File: config.mk
export PLATFORM = sky130hd
export DESIGN_NAME = tdi_seq
export DESIGN_NICKNAME = d
export VERILOG_FILES = /design/src/rtl/tdi_seq.sv
export SDC_FILE = /design/constraint.sdc
export NUM_CORES = 1
export LEC_CHECK = 0
export CAP_MARGIN = 20
export CORE_ASPECT_RATIO = 1.75
export CORE_UTILIZATION = 30
export DETAILED_ROUTE_END_ITERATION = 10
export PLACE_DENSITY = 0.58
export SLEW_MARGIN = 20
export SYNTH_ARGS = -nofsm -noshare
export SYNTH_HDL_FRONTEND = slang
export SYNTH_SLANG_ARGS = --single-unit
File: constraint.sdc
create_clock -name clk -period 3.4 [get_ports clk]
set_input_delay 0.85 -clock clk [delete_from_list [all_inputs] [get_ports clk]]
set_output_delay 0.85 -clock clk [all_outputs]
set_load 0.1 [all_outputs]
File: src/rtl/tdi_seq.sv
module tdi_seq #(
  parameter int BASE_LEN = 512,
  parameter int EDGE_ISO = 2,
  parameter int EDGE_SHD = 2,
  parameter int LEAD_ISO = 1,
  parameter int Q_CYC    = 1
) (
  input  logic       clk,
  input  logic       rst_n,
  input  logic       line_trig,
  input  logic [1:0] len_sel,
  input  logic [2:0] stage_sel,
  output logic [3:0] img_ph,
  output logic [3:0] stage_en,
  output logic       xfer,
  output logic       rd_ph1,
  output logic       rd_ph2,
  output logic       sn_rst,
  output logic [1:0] pix_flag,
  output logic       line_valid,
  output logic       overrun
);
  localparam int MAX_LEN  = BASE_LEN * 4;
  localparam int FRAME    = 2 * (EDGE_ISO + EDGE_SHD) + LEAD_ISO;
  localparam int PW       = $clog2(MAX_LEN + FRAME + 1);
  localparam int QW       = $clog2(Q_CYC + 1);
  localparam int HEAD_ISO = LEAD_ISO + EDGE_ISO;
  localparam int HEAD     = HEAD_ISO + EDGE_SHD;

  localparam logic [1:0] F_ACT = 2'b00;
  localparam logic [1:0] F_ISO = 2'b01;
  localparam logic [1:0] F_SHD = 2'b10;

  typedef enum logic [1:0] {S_IDLE, S_IMG, S_XFER, S_READ} st_t;

  st_t           st;
  logic [QW-1:0] sub;
  logic [1:0]    q;
  logic [PW-1:0] pix, len_q, len_dec, last;
  logic [2:0]    stg_q;
  logic [3:0]    hold;
  logic          q_end, p_end, rd;

  assign q_end = (sub == QW'(Q_CYC - 1));
  assign p_end = q_end && (q == 2'd3);
  assign last  = len_q + PW'(FRAME - 1);
  assign rd    = (st == S_READ);

  always_comb begin
    case (len_sel)
      2'd0:    len_dec = PW'(BASE_LEN);
      2'd1:    len_dec = PW'(BASE_LEN * 2);
      default: len_dec = PW'(BASE_LEN * 4);
    endcase
  end

  always_ff @(posedge clk) begin
    if (!rst_n) begin
      st      <= S_IDLE;
      sub     <= '0;
      q       <= '0;
      pix     <= '0;
      len_q   <= '0;
      stg_q   <= '0;
      overrun <= 1'b0;
    end else begin
      overrun <= line_trig && (st != S_IDLE);
      if (st == S_IDLE) begin
        if (line_trig) begin
          st    <= S_IMG;
          sub   <= '0;
          q     <= '0;
          pix   <= '0;
          len_q <= len_dec;
          stg_q <= stage_sel;
        end
      end else begin
        sub <= q_end ? '0 : sub + 1'b1;
        if (q_end) q <= q + 2'd1;
        if (p_end) begin
          case (st)
            S_IMG:  st <= S_XFER;
            S_XFER: st <= S_READ;
            default: begin
              if (pix == last) st <= S_IDLE;
              else pix <= pix + 1'b1;
            end
          endcase
        end
      end
    end
  end

  always_comb begin
    case (stg_q)
      3'd1:    hold = 4'b0001;
      3'd2:    hold = 4'b0010;
      3'd3:    hold = 4'b0100;
      3'd4:    hold = 4'b1000;
      default: hold = 4'b0000;
    endcase
  end

  always_comb begin
    if (!rd)                                         pix_flag = F_ACT;
    else if (pix < PW'(HEAD_ISO))                    pix_flag = F_ISO;
    else if (pix < PW'(HEAD))                        pix_flag = F_SHD;
    else if (pix < PW'(HEAD) + len_q)                pix_flag = F_ACT;
    else if (pix < PW'(HEAD + EDGE_SHD) + len_q)     pix_flag = F_SHD;
    else                                             pix_flag = F_ISO;
  end

  assign img_ph     = (st == S_IMG) ? (4'b0001 << q) : 4'b0000;
  assign stage_en   = {4{img_ph[3]}} & ~hold;
  assign xfer       = (st == S_XFER);
  assign rd_ph1     = rd && !q[1];
  assign rd_ph2     = rd && q[1];
  assign sn_rst     = rd && (q == 2'd0);
  assign line_valid = rd && (pix_flag == F_ACT);
endmodule

==> impl_metrics.env, run 1 <==
export IMPL_cts_tree="done"
export IMPL_period_share_pct=91.05
export IMPL_place_hpwl_mm=2.645
export IMPL_antenna_found_initial=0
export IMPL_maxSlewHeadroom_pct=55.93
export IMPL_critical_path_n_buffers_inverters=2
export IMPL_path_class="register to primary output"
export IMPL_synth_most_common_cell="dfxtp_1"
export IMPL_synthCells=181
export IMPL_vias=1309
export IMPL_dieArea_sq_mm=0.005152
export IMPL_max_stage_delay_ns=0.39
export IMPL_netlist_area_sq_mm=0.001458
export IMPL_die_w_um=54.69
export IMPL_cts_setup_buffers=0
export IMPL_synth_top_area_cell="dfxtp_1"
export IMPL_power_density_mw_per_mm2=573.6
export IMPL_final_cells=256
export IMPL_numCtsBuffers=3
export IMPL_timing_fmax_mhz=323.0
export IMPL_dp_cells=252
export IMPL_final_net_count=227
export IMPL_synthArstFlopShare_pct=0
export IMPL_worstSkewPairLatency_ns=0.27
export IMPL_seqCellArea_sq_um=460.4
export IMPL_drive_gt1_share_pct=13.73
export IMPL_fillers=493
export IMPL_rsz0062_at_grt="false"
export IMPL_grt_pass1_vias=1315
export IMPL_multiInputGateArea_sq_um=927.1
export IMPL_coreArea_sq_mm=0.004666
export IMPL_io_buffers=23
export IMPL_grt_pass1_wl_mm=5.727
export IMPL_ios=24
export IMPL_start_util_pct=31.24
export IMPL_crit_fanout=3
export IMPL_cp_arrival_ns=2.25
export IMPL_areaGrowthSynthToFinish_pct=22.23
export IMPL_avgSynthCellArea_sq_um=8.053
export IMPL_clock_path_buffers=2
export IMPL_ys_warn_count=0
export IMPL_worstMarginPinSlew_ns=0.6610
export IMPL_place_congestion=0.8025
export IMPL_die_h_um=94.21
export IMPL_worstSetupStartpointType="register"
export IMPL_ctsRootBufferMaster="clkbuf_8"
export IMPL_grt_usage_pct=14.94
export IMPL_final_max_slew_viol_count=0
export IMPL_ys_top_cells_by_count="dfxtp_1 (23), nand2_1 (20), nor2_1 (15)"
export IMPL_fin_skew_ns=0.002007
export IMPL_finalWorstSetupSlack_ns=0.3042
export IMPL_rows=33
export IMPL_ir_drop_mv=0.4952
export IMPL_postRouteAntennaNets=0
export IMPL_vias_per_cell=5.113
export IMPL_synth_fp_nets=203
export IMPL_ctsHtreeMaxLevel=1
export IMPL_fin_setup_tns_ns=0
export IMPL_max_cap_violations=0
export IMPL_yosys_top_cells_area="dfxtp_1 (32%), ha_1 (12%), nand2_1 (5.2%), nor2_1 (3.9%), inv_1 (3.6%)"
export IMPL_ys_ff_latch=23
export IMPL_holdBufCountCts=0
export IMPL_post_place_ws_ns=0.6072
export IMPL_whs_path_depth=2
export IMPL_leakage_nw=0.7162
export IMPL_status="complete, no violations"
export IMPL_synthFlopType="dfxtp_1"
export IMPL_worstPathRequired_ns=2.55
export IMPL_synth_cell_type_count=40
export IMPL_worstHoldPathType="register to register"
export IMPL_synth_edf_count=0
export IMPL_post_route_min_period_ns=3.096
export IMPL_drc_errors=0
export IMPL_finalHoldViolations=0
export IMPL_r2r_cells=6
export IMPL_path_cells="inv_1 -> ha_1 -> and4b_1 -> or3b_1 -> o41ai_1 -> nor2b_2 -> buf_12"
export IMPL_overflow=0
export IMPL_clock_sinks=23
export IMPL_ys_seq_area_share_pct=31.59
export IMPL_crit_path_top_delay_cell="or3b_1"
export IMPL_grt_start_max_net_pins=20
export IMPL_avgRoutedWirePerCell_um=13.07
export IMPL_dr_pass1_iters=4
export IMPL_post_cts_resized=0
export IMPL_synth_top_area_share_pct=31.59
export IMPL_path_depth=7
export IMPL_diodes=0
export IMPL_clkSlewWorstSetupHoldPaths_ns=0.08
export IMPL_path_delay_family="simple AND/OR/NAND/NOR gates"
export IMPL_critPathCaptureType="primary output"
export IMPL_wirelength_mm=3.346
export IMPL_drtIter0Drc=28
export IMPL_setup_violations=0
-- placed cells by master (no fill, tap or decap), drive strengths merged, types with 7 or more instances in the layout --
cell,netlist,routed
ha,14,14
nand3,7,7
clkdlybuf4s50,0,7
nor2,15,15
a21oi,10,10
buf,3,18
nand2,20,20
inv,14,14
dfxtp,23,23
o21ai,7,7
-- worst min-delay path, stage by stage (launching register included) --
cell and delay [ns]:
dfxtp_1 0.31, nand2_1 0.05, a21boi_0 0.06
-- flip-flops by register name, indices dropped and copies added (netlist names) --
| signal | cells |
|---|---|
| len_q | 3 |
| stg_q | 3 |
| st | 2 |
| q | 2 |
| pix | 12 |
| overrun | 1 |
-- worst paths after layout --
check | startpoint | to | slack (ns)
max | len_q[11] | pix_flag[1] | 0.30
min | len_q[11] | len_q[11] | 0.47
max reg2reg | st[0] | pix[11] | 1.23
min reg2reg | len_q[11] | len_q[11] | 0.47
-- cell families after synthesis --
logic type	after synthesis	synth area share [%]
AND/OR/NAND/NOR	80	29.79
AO/OA/AOI/OAI	33	14.08
flip-flops	23	31.59
buffers and inverters	20	5.407
adder cells (fa/ha/maj)	14	12.02
XOR/XNOR	6	3.605
multiplexers	5	3.519
-- power breakdown --
part | switching (mW) | internal [mW] | leakage, nW
Clock | 0.0920 | 0.0819 | 0.0255
Sequential | 0.0367 | 0.305 | 0.187
Combinational | 0.348 | 0.158 | 0.504
-- per-layer routing --
| metal | vias to the layer above | GRT usage (%) | routed length [um] |
|---|---|---|---|
| li1 | 676 | - | - |
| met1 | 614 | 16.47 | 1361 |
| met2 | 15 | 27.41 | 1876 |
| met3 | 4 | 1.618 | 60 |
| met4 | 0 | 5.128 | 47 |
| met5 | - | 0 | 0 |
-- stage by stage --
| step | power [mW] | hold WS [ns] | utilization [%] | area [sq um] |
|---|---|---|---|---|
| CTS | 1.039 | 0.4700 | 38.19 | 1782 |
| finish | 1.022 | 0.4654 | 38.19 | 1782 |
| floorplan | 0.7446 | 0.4435 | - | 1466 |
| global placement | 0.8592 | 0.4572 | 37.20 | 1735 |
| detailed placement | 0.8650 | 0.4577 | 37.20 | 1735 |
| global route | 1.101 | 0.4999 | 38.19 | 1782 |
-- area by class of cell --
type                       count  area share (%)
clock inverter                 1          0.2809
tap                           52           3.652
multi-input combinational    138           52.04
clock buffer                   3           2.317
inverter                      14           2.949
timing repair buffer          25           12.92
sequential                    23           25.84
No activity file was read; power rests on OpenSTA's default activity.
==> run 2, diff against run 1 <==
--- a/config.mk
+++ b/config.mk
@@ -9,7 +9,7 @@
 export CORE_ASPECT_RATIO = 1.75
 export CORE_UTILIZATION = 30
 export DETAILED_ROUTE_END_ITERATION = 10
-export PLACE_DENSITY = 0.58
+export PLACE_DENSITY_LB_ADDON = 0.3
 export SLEW_MARGIN = 20
 export SYNTH_ARGS = -nofsm -noshare
 export SYNTH_HDL_FRONTEND = slang
==> run 2 against run 1 <==
Power shrank 0.29%. Critical path depth is the same. Routed wire length shrank 2.7%. Clock power shrank 3%. Final area is the same. Largest power group unchanged. Utilization is the same. Global-route usage shrank 0.40 points. Largest cell class unchanged. Clock-buffer cell count is the same. Via count shrank 2.3%.
==> impl_metrics.env, run 2 (synthesis results as in run 1) <==
export IMPL_largest_register="pix"
export IMPL_worstSkewPairLatency_ns=0.26
export IMPL_ir_drop_mv=0.5647
export IMPL_finalWorstSetupSlack_ns=0.3161
export IMPL_max_cap_violations=0
export IMPL_drc_errors=0
export IMPL_r2r_cells=6
export IMPL_cts_setup_buffers=0
export IMPL_finalHoldViolations=0
export IMPL_avgRoutedWirePerCell_um=12.72
export IMPL_ctsHtreeMaxLevel=1
export IMPL_crit_fanout=3
export IMPL_startpoint="len_q[11]"
export IMPL_final_common_cell="dfxtp_1"
export IMPL_max_stage_delay_ns=0.37
export IMPL_final_max_slew_viol_count=0
export IMPL_critical_path_n_buffers_inverters=2
export IMPL_path_cells="inv_1 -> ha_1 -> and4b_1 -> or3b_1 -> o41ai_1 -> nor2b_2 -> buf_12"
export IMPL_grt_usage_pct=14.53
export IMPL_cp_arrival_ns=2.23
export IMPL_maxSlewHeadroom_pct=56.53
export IMPL_period_share_pct=90.70
export IMPL_place_hpwl_mm=2.579
export IMPL_path_delay_family="simple AND/OR/NAND/NOR gates"
export IMPL_grt_pass1_wl_mm=5.471
export IMPL_dieArea_sq_mm=0.005152
export IMPL_die_w_um=54.69
export IMPL_clkSlewWorstSetupHoldPaths_ns=0.08
export IMPL_drive_gt1_share_pct=13.73
export IMPL_start_util_pct=31.24
export IMPL_ios=24
export IMPL_fin_util_pct=38.19
export IMPL_worstPathRequired_ns=2.55
export IMPL_rr_endpoint="pix[11]"
export IMPL_multiInputGateArea_sq_um=927.1
export IMPL_power_density_mw_per_mm2=571.9
export IMPL_r2r_slack_ns=1.22
export IMPL_io_buffers=23
export IMPL_overflow=0
export IMPL_worstMarginPinSlew_ns=0.6521
export IMPL_postRouteAntennaNets=0
export IMPL_grt_pass1_vias=1184
export IMPL_antenna_found_initial=0
export IMPL_critPathCaptureType="primary output"
export IMPL_leakage_nw=0.7162
export IMPL_die_h_um=94.21
export IMPL_largestRegisters="pix (12), len_q (3), stg_q (3)"
export IMPL_wl_met2_mm=1.747
export IMPL_clock_sinks=23
export IMPL_routed_wl_met3_um=83
export IMPL_crit_path_end="pix_flag[1]"
export IMPL_worstHoldPathType="register to register"
export IMPL_rows=33
export IMPL_post_route_min_period_ns=3.084
export IMPL_coreArea_sq_mm=0.004666
export IMPL_diodes=0
export IMPL_holdBufCountCts=0
export IMPL_post_cts_resized=0
export IMPL_worstReg2RegStart="st[0]"
export IMPL_timing_fmax_mhz=324.3
export IMPL_grt_start_max_net_pins=20
export IMPL_dr_pass1_iters=4
export IMPL_largest_register_ff_count=12
export IMPL_holdWs_ns=0.4738
export IMPL_mostFrequentLayoutCells="dfxtp_1 (23), nand2_1 (20), buf_4 (16)"
export IMPL_drtIter0Drc=21
export IMPL_rsz0062_at_grt="false"
export IMPL_crit_path_top_delay_cell="or3b_1"
export IMPL_fillers=486
export IMPL_path_depth=7
export IMPL_vias_per_cell=4.996
export IMPL_path_class="register to primary output"
export IMPL_areaGrowthSynthToFinish_pct=22.23
export IMPL_numCtsBuffers=3
export IMPL_clock_path_buffers=2
export IMPL_status="complete, no violations"
export IMPL_fin_skew_ns=0.001311
export IMPL_vias=1279
export IMPL_ctsRootBufferMaster="clkbuf_8"
export IMPL_final_net_count=227
export IMPL_cts_tree="done"
export IMPL_post_place_ws_ns=0.6122
export IMPL_top_layer_used="met4"
export IMPL_setup_violations=0
export IMPL_wirelength_mm=3.257
export IMPL_wl_met1_mm=1.340
export IMPL_place_congestion=0.8005
export IMPL_seqCellArea_sq_um=460.4
export IMPL_worstSetupStartpointType="register"
## run 2: cell counts in the layout (fill, tap and decap cells not counted)
Identical to the previous run, type by type.
## run 2: layout make-up
class / instances / area share (%)
Sequential cell: 23 / 25.84
Multi-Input combinational cell: 138 / 52.04
Inverter: 14 / 2.949
Clock buffer: 3 / 2.317
Tap cell: 52 / 3.652
Timing Repair Buffer: 25 / 12.92
Clock inverter: 1 / 0.2809
## run 2: worst min path at each step
stage | startpoint | end | slack [ns] | cells past startpoint
global route | len_q[11] | len_q[11] | 0.51 | 2
finish | len_q[11] | len_q[11] | 0.47 | 2
CTS | len_q[11] | len_q[11] | 0.47 | 2
global placement | len_q[11] | len_q[11] | 0.46 | 2
detailed placement | len_q[11] | len_q[11] | 0.46 | 2
floorplan | len_q[11] | len_q[11] | 0.44 | 2
## run 2: per-layer routing
metal | up-vias | GRT usage, %
met3 | 4 | 2.265
met5 | - | 0
met1 | 580 | 16.49
met2 | 20 | 24.80
li1 | 675 | -
met4 | 0 | 7.051
## run 2: metrics by stage
stage | cell area, sq um | std cells | power [mW] | TNS [ns]
after floorplan | 1466 | 181 | 0.7446 | -0.3853
after detailed placement | 1735 | 252 | 0.8589 | 0
after CTS | 1782 | 256 | 1.032 | 0
after global routing | 1782 | 256 | 1.103 | 0
after global placement | 1735 | 252 | 0.8584 | 0
final | 1782 | 256 | 1.019 | 0
## run 2: worst register-to-register path: stages, from the launching register on
cell      delay, ns
dfxtp_1        0.35
inv_1          0.09
ha_1           0.58
mux2_2         0.35
nand2b_1       0.17
or4_1          0.43
a21oi_1        0.14
## run 2: power by group
| group | internal (mW) | switching [mW] | leakage, nW |
|---|---|---|---|
| clock network | 0.0817 | 0.0872 | 0.0255 |
| registers | 0.305 | 0.0368 | 0.187 |
| logic | 0.159 | 0.349 | 0.504 |
==> run 3, diff against run 2 <==
--- a/config.mk
+++ b/config.mk
@@ -5,11 +5,13 @@
 export SDC_FILE = /design/constraint.sdc
 export NUM_CORES = 1
 export LEC_CHECK = 0
-export CAP_MARGIN = 20
+export CAP_MARGIN = 30
 export CORE_ASPECT_RATIO = 1.75
 export CORE_UTILIZATION = 30
 export DETAILED_ROUTE_END_ITERATION = 10
 export PLACE_DENSITY_LB_ADDON = 0.3
+export REMOVE_ABC_BUFFERS = 1
+export SKIP_LAST_GASP = 1
 export SLEW_MARGIN = 20
 export SYNTH_ARGS = -nofsm -noshare
 export SYNTH_HDL_FRONTEND = slang
==> run 3 against run 2 <==
Critical path depth is the same. Setup slack lost 0.039 ns. Sequential share of layout area grew 0.15 points.
==> impl_metrics.env, run 3 (synthesis results as in run 1) <==
export IMPL_status="complete, no violations"
export IMPL_die_h_um=94.21
export IMPL_grt_start_max_net_pins=20
export IMPL_grt_pass1_vias=1253
export IMPL_worstHoldPathType="register to register"
export IMPL_fillers=509
export IMPL_post_route_min_period_ns=3.123
export IMPL_numCtsBuffers=3
export IMPL_final_cells=256
export IMPL_worstReg2RegStart="st[1]"
export IMPL_areaGrowthSynthToFinish_pct=21.55
export IMPL_fin_setup_tns_ns=0
export IMPL_period_share_pct=91.85
export IMPL_worstSetupStartpointType="register"
export IMPL_drive_gt1_share_pct=12.25
export IMPL_clkSlewWorstSetupHoldPaths_ns=0.08
export IMPL_rows=33
export IMPL_maxSlewHeadroom_pct=55.05
export IMPL_diodes=0
export IMPL_place_hpwl_mm=2.460
export IMPL_antenna_found_initial=0
export IMPL_grt_pass1_wl_mm=5.257
export IMPL_worstPathRequired_ns=2.55
export IMPL_start_util_pct=31.24
export IMPL_vias=1323
export IMPL_critPathCaptureType="primary output"
export IMPL_path_class="register to primary output"
export IMPL_final_area_sq_mm=0.001772
export IMPL_wirelength_mm=3.150
export IMPL_post_place_ws_ns=0.5677
export IMPL_dr_pass1_iters=4
export IMPL_coreArea_sq_mm=0.004666
export IMPL_vias_per_cell=5.168
export IMPL_worstMarginPinSlew_ns=0.6742
export IMPL_setup_violations=0
export IMPL_final_max_slew_viol_count=0
export IMPL_placed_cell_area_sq_mm=0.001727
export IMPL_dp_cells=252
export IMPL_power_density_mw_per_mm2=576.1
export IMPL_die_w_um=54.69
export IMPL_crit_path_end="pix_flag[1]"
export IMPL_r2r_cells=6
export IMPL_holdBufCountCts=0
export IMPL_r2r_slack_ns=1.24
export IMPL_drc_errors=0
export IMPL_cts_tree="done"
export IMPL_finalWorstSetupSlack_ns=0.2771
export IMPL_leakage_nw=0.7101
export IMPL_ctsHtreeMaxLevel=1
export IMPL_drtIter0Drc=17
export IMPL_multiInputGateArea_sq_um=918.4
export IMPL_overflow=0
export IMPL_ir_drop_mv=0.4460
export IMPL_largestRegisters="pix (12), len_q (3), stg_q (3)"
export IMPL_largest_register_ff_count=12
export IMPL_clock_path_buffers=2
export IMPL_ctsRootBufferMaster="clkbuf_8"
export IMPL_clock_sinks=23
export IMPL_grt_usage_pct=13.81
export IMPL_postRouteAntennaNets=0
export IMPL_finalHoldViolations=0
export IMPL_max_cap_violations=0
export IMPL_mostFrequentLayoutCells="dfxtp_1 (23), nand2_1 (20), buf_4 (16)"
export IMPL_rr_endpoint="pix[11]"
export IMPL_final_net_count=227
export IMPL_io_buffers=23
export IMPL_place_congestion=0.8037
export IMPL_startpoint="len_q[11]"
export IMPL_crit_fanout=3
export IMPL_largest_register="pix"
export IMPL_fin_skew_ns=0.005910
export IMPL_avgRoutedWirePerCell_um=12.30
export IMPL_worstSkewPairLatency_ns=0.26
export IMPL_cts_setup_buffers=0
export IMPL_post_cts_resized=0
export IMPL_rsz0062_at_grt="false"
export IMPL_timing_fmax_mhz=320.2
export IMPL_seqCellArea_sq_um=460.4
export IMPL_final_common_cell="dfxtp_1"
export IMPL_ios=24
export IMPL_dieArea_sq_mm=0.005152
export IMPL_cp_arrival_ns=2.27
==> run 3: cell count changes in the layout (fill, tap and decap cells not counted), sizes merged <==
cell	delta
clkinv	-1
clkbuf	+1
==> run 3: routing by layer <==
metal / GRT usage, % / up-vias / wire length, um
li1: - / 683 / -
met2: 23.09 / 18 / 1596
met1: 16.00 / 615 / 1394
met4: 7.692 / 0 / 92
met3: 1.618 / 7 / 67
met5: 0 / - / 0
==> run 3: critical path, cell delays in order, from the launching register on <==
cell and delay, ns:
dfxtp_1 0.33, inv_1 0.05, ha_1 0.30, and4b_1 0.25
or3b_1 0.38, o41ai_1 0.22, nor2b_1 0.27, buf_12 0.21
==> run 3: area by class of cell <==
type	instances	share of cell area [%]
multi-input cells	138	51.84
flip-flops and latches	23	25.99
repair buffers	25	12.99
well taps	52	3.672
inverters	14	2.966
clock buffers	4	2.542
==> run 3: worst min path at each step <==
stage / start / endpoint / slack, ns / cells after the start
floorplan: len_q[11] / len_q[11] / 0.44 / 2
global placement: len_q[11] / len_q[11] / 0.46 / 2
detailed placement: len_q[11] / len_q[11] / 0.47 / 2
CTS: len_q[11] / len_q[11] / 0.48 / 2
global route: len_q[11] / len_q[11] / 0.51 / 2
finish: len_q[11] / len_q[11] / 0.47 / 2
==> run 3: where the power goes <==
group	leakage, nW	internal, mW	total [mW]	switching [mW]
registers	0.187	0.305	0.342	0.0365
clock network	0.0228	0.0836	0.169	0.0857
logic	0.501	0.158	0.509	0.351
total	0.710	0.547	1.02	0.474
==> run 3: metrics by stage <==
step           utilization (%)  total power [mW]  hold slack (ns)
6_report                 37.97             1.021           0.4719
5_1_grt                  37.97             1.091           0.5138
4_1_cts                  37.97             1.032           0.4798
3_5_place_dp             37.01            0.8621           0.4678
3_3_place_gp             37.01            0.8585           0.4605
2_1_floorplan                -            0.7350           0.4434
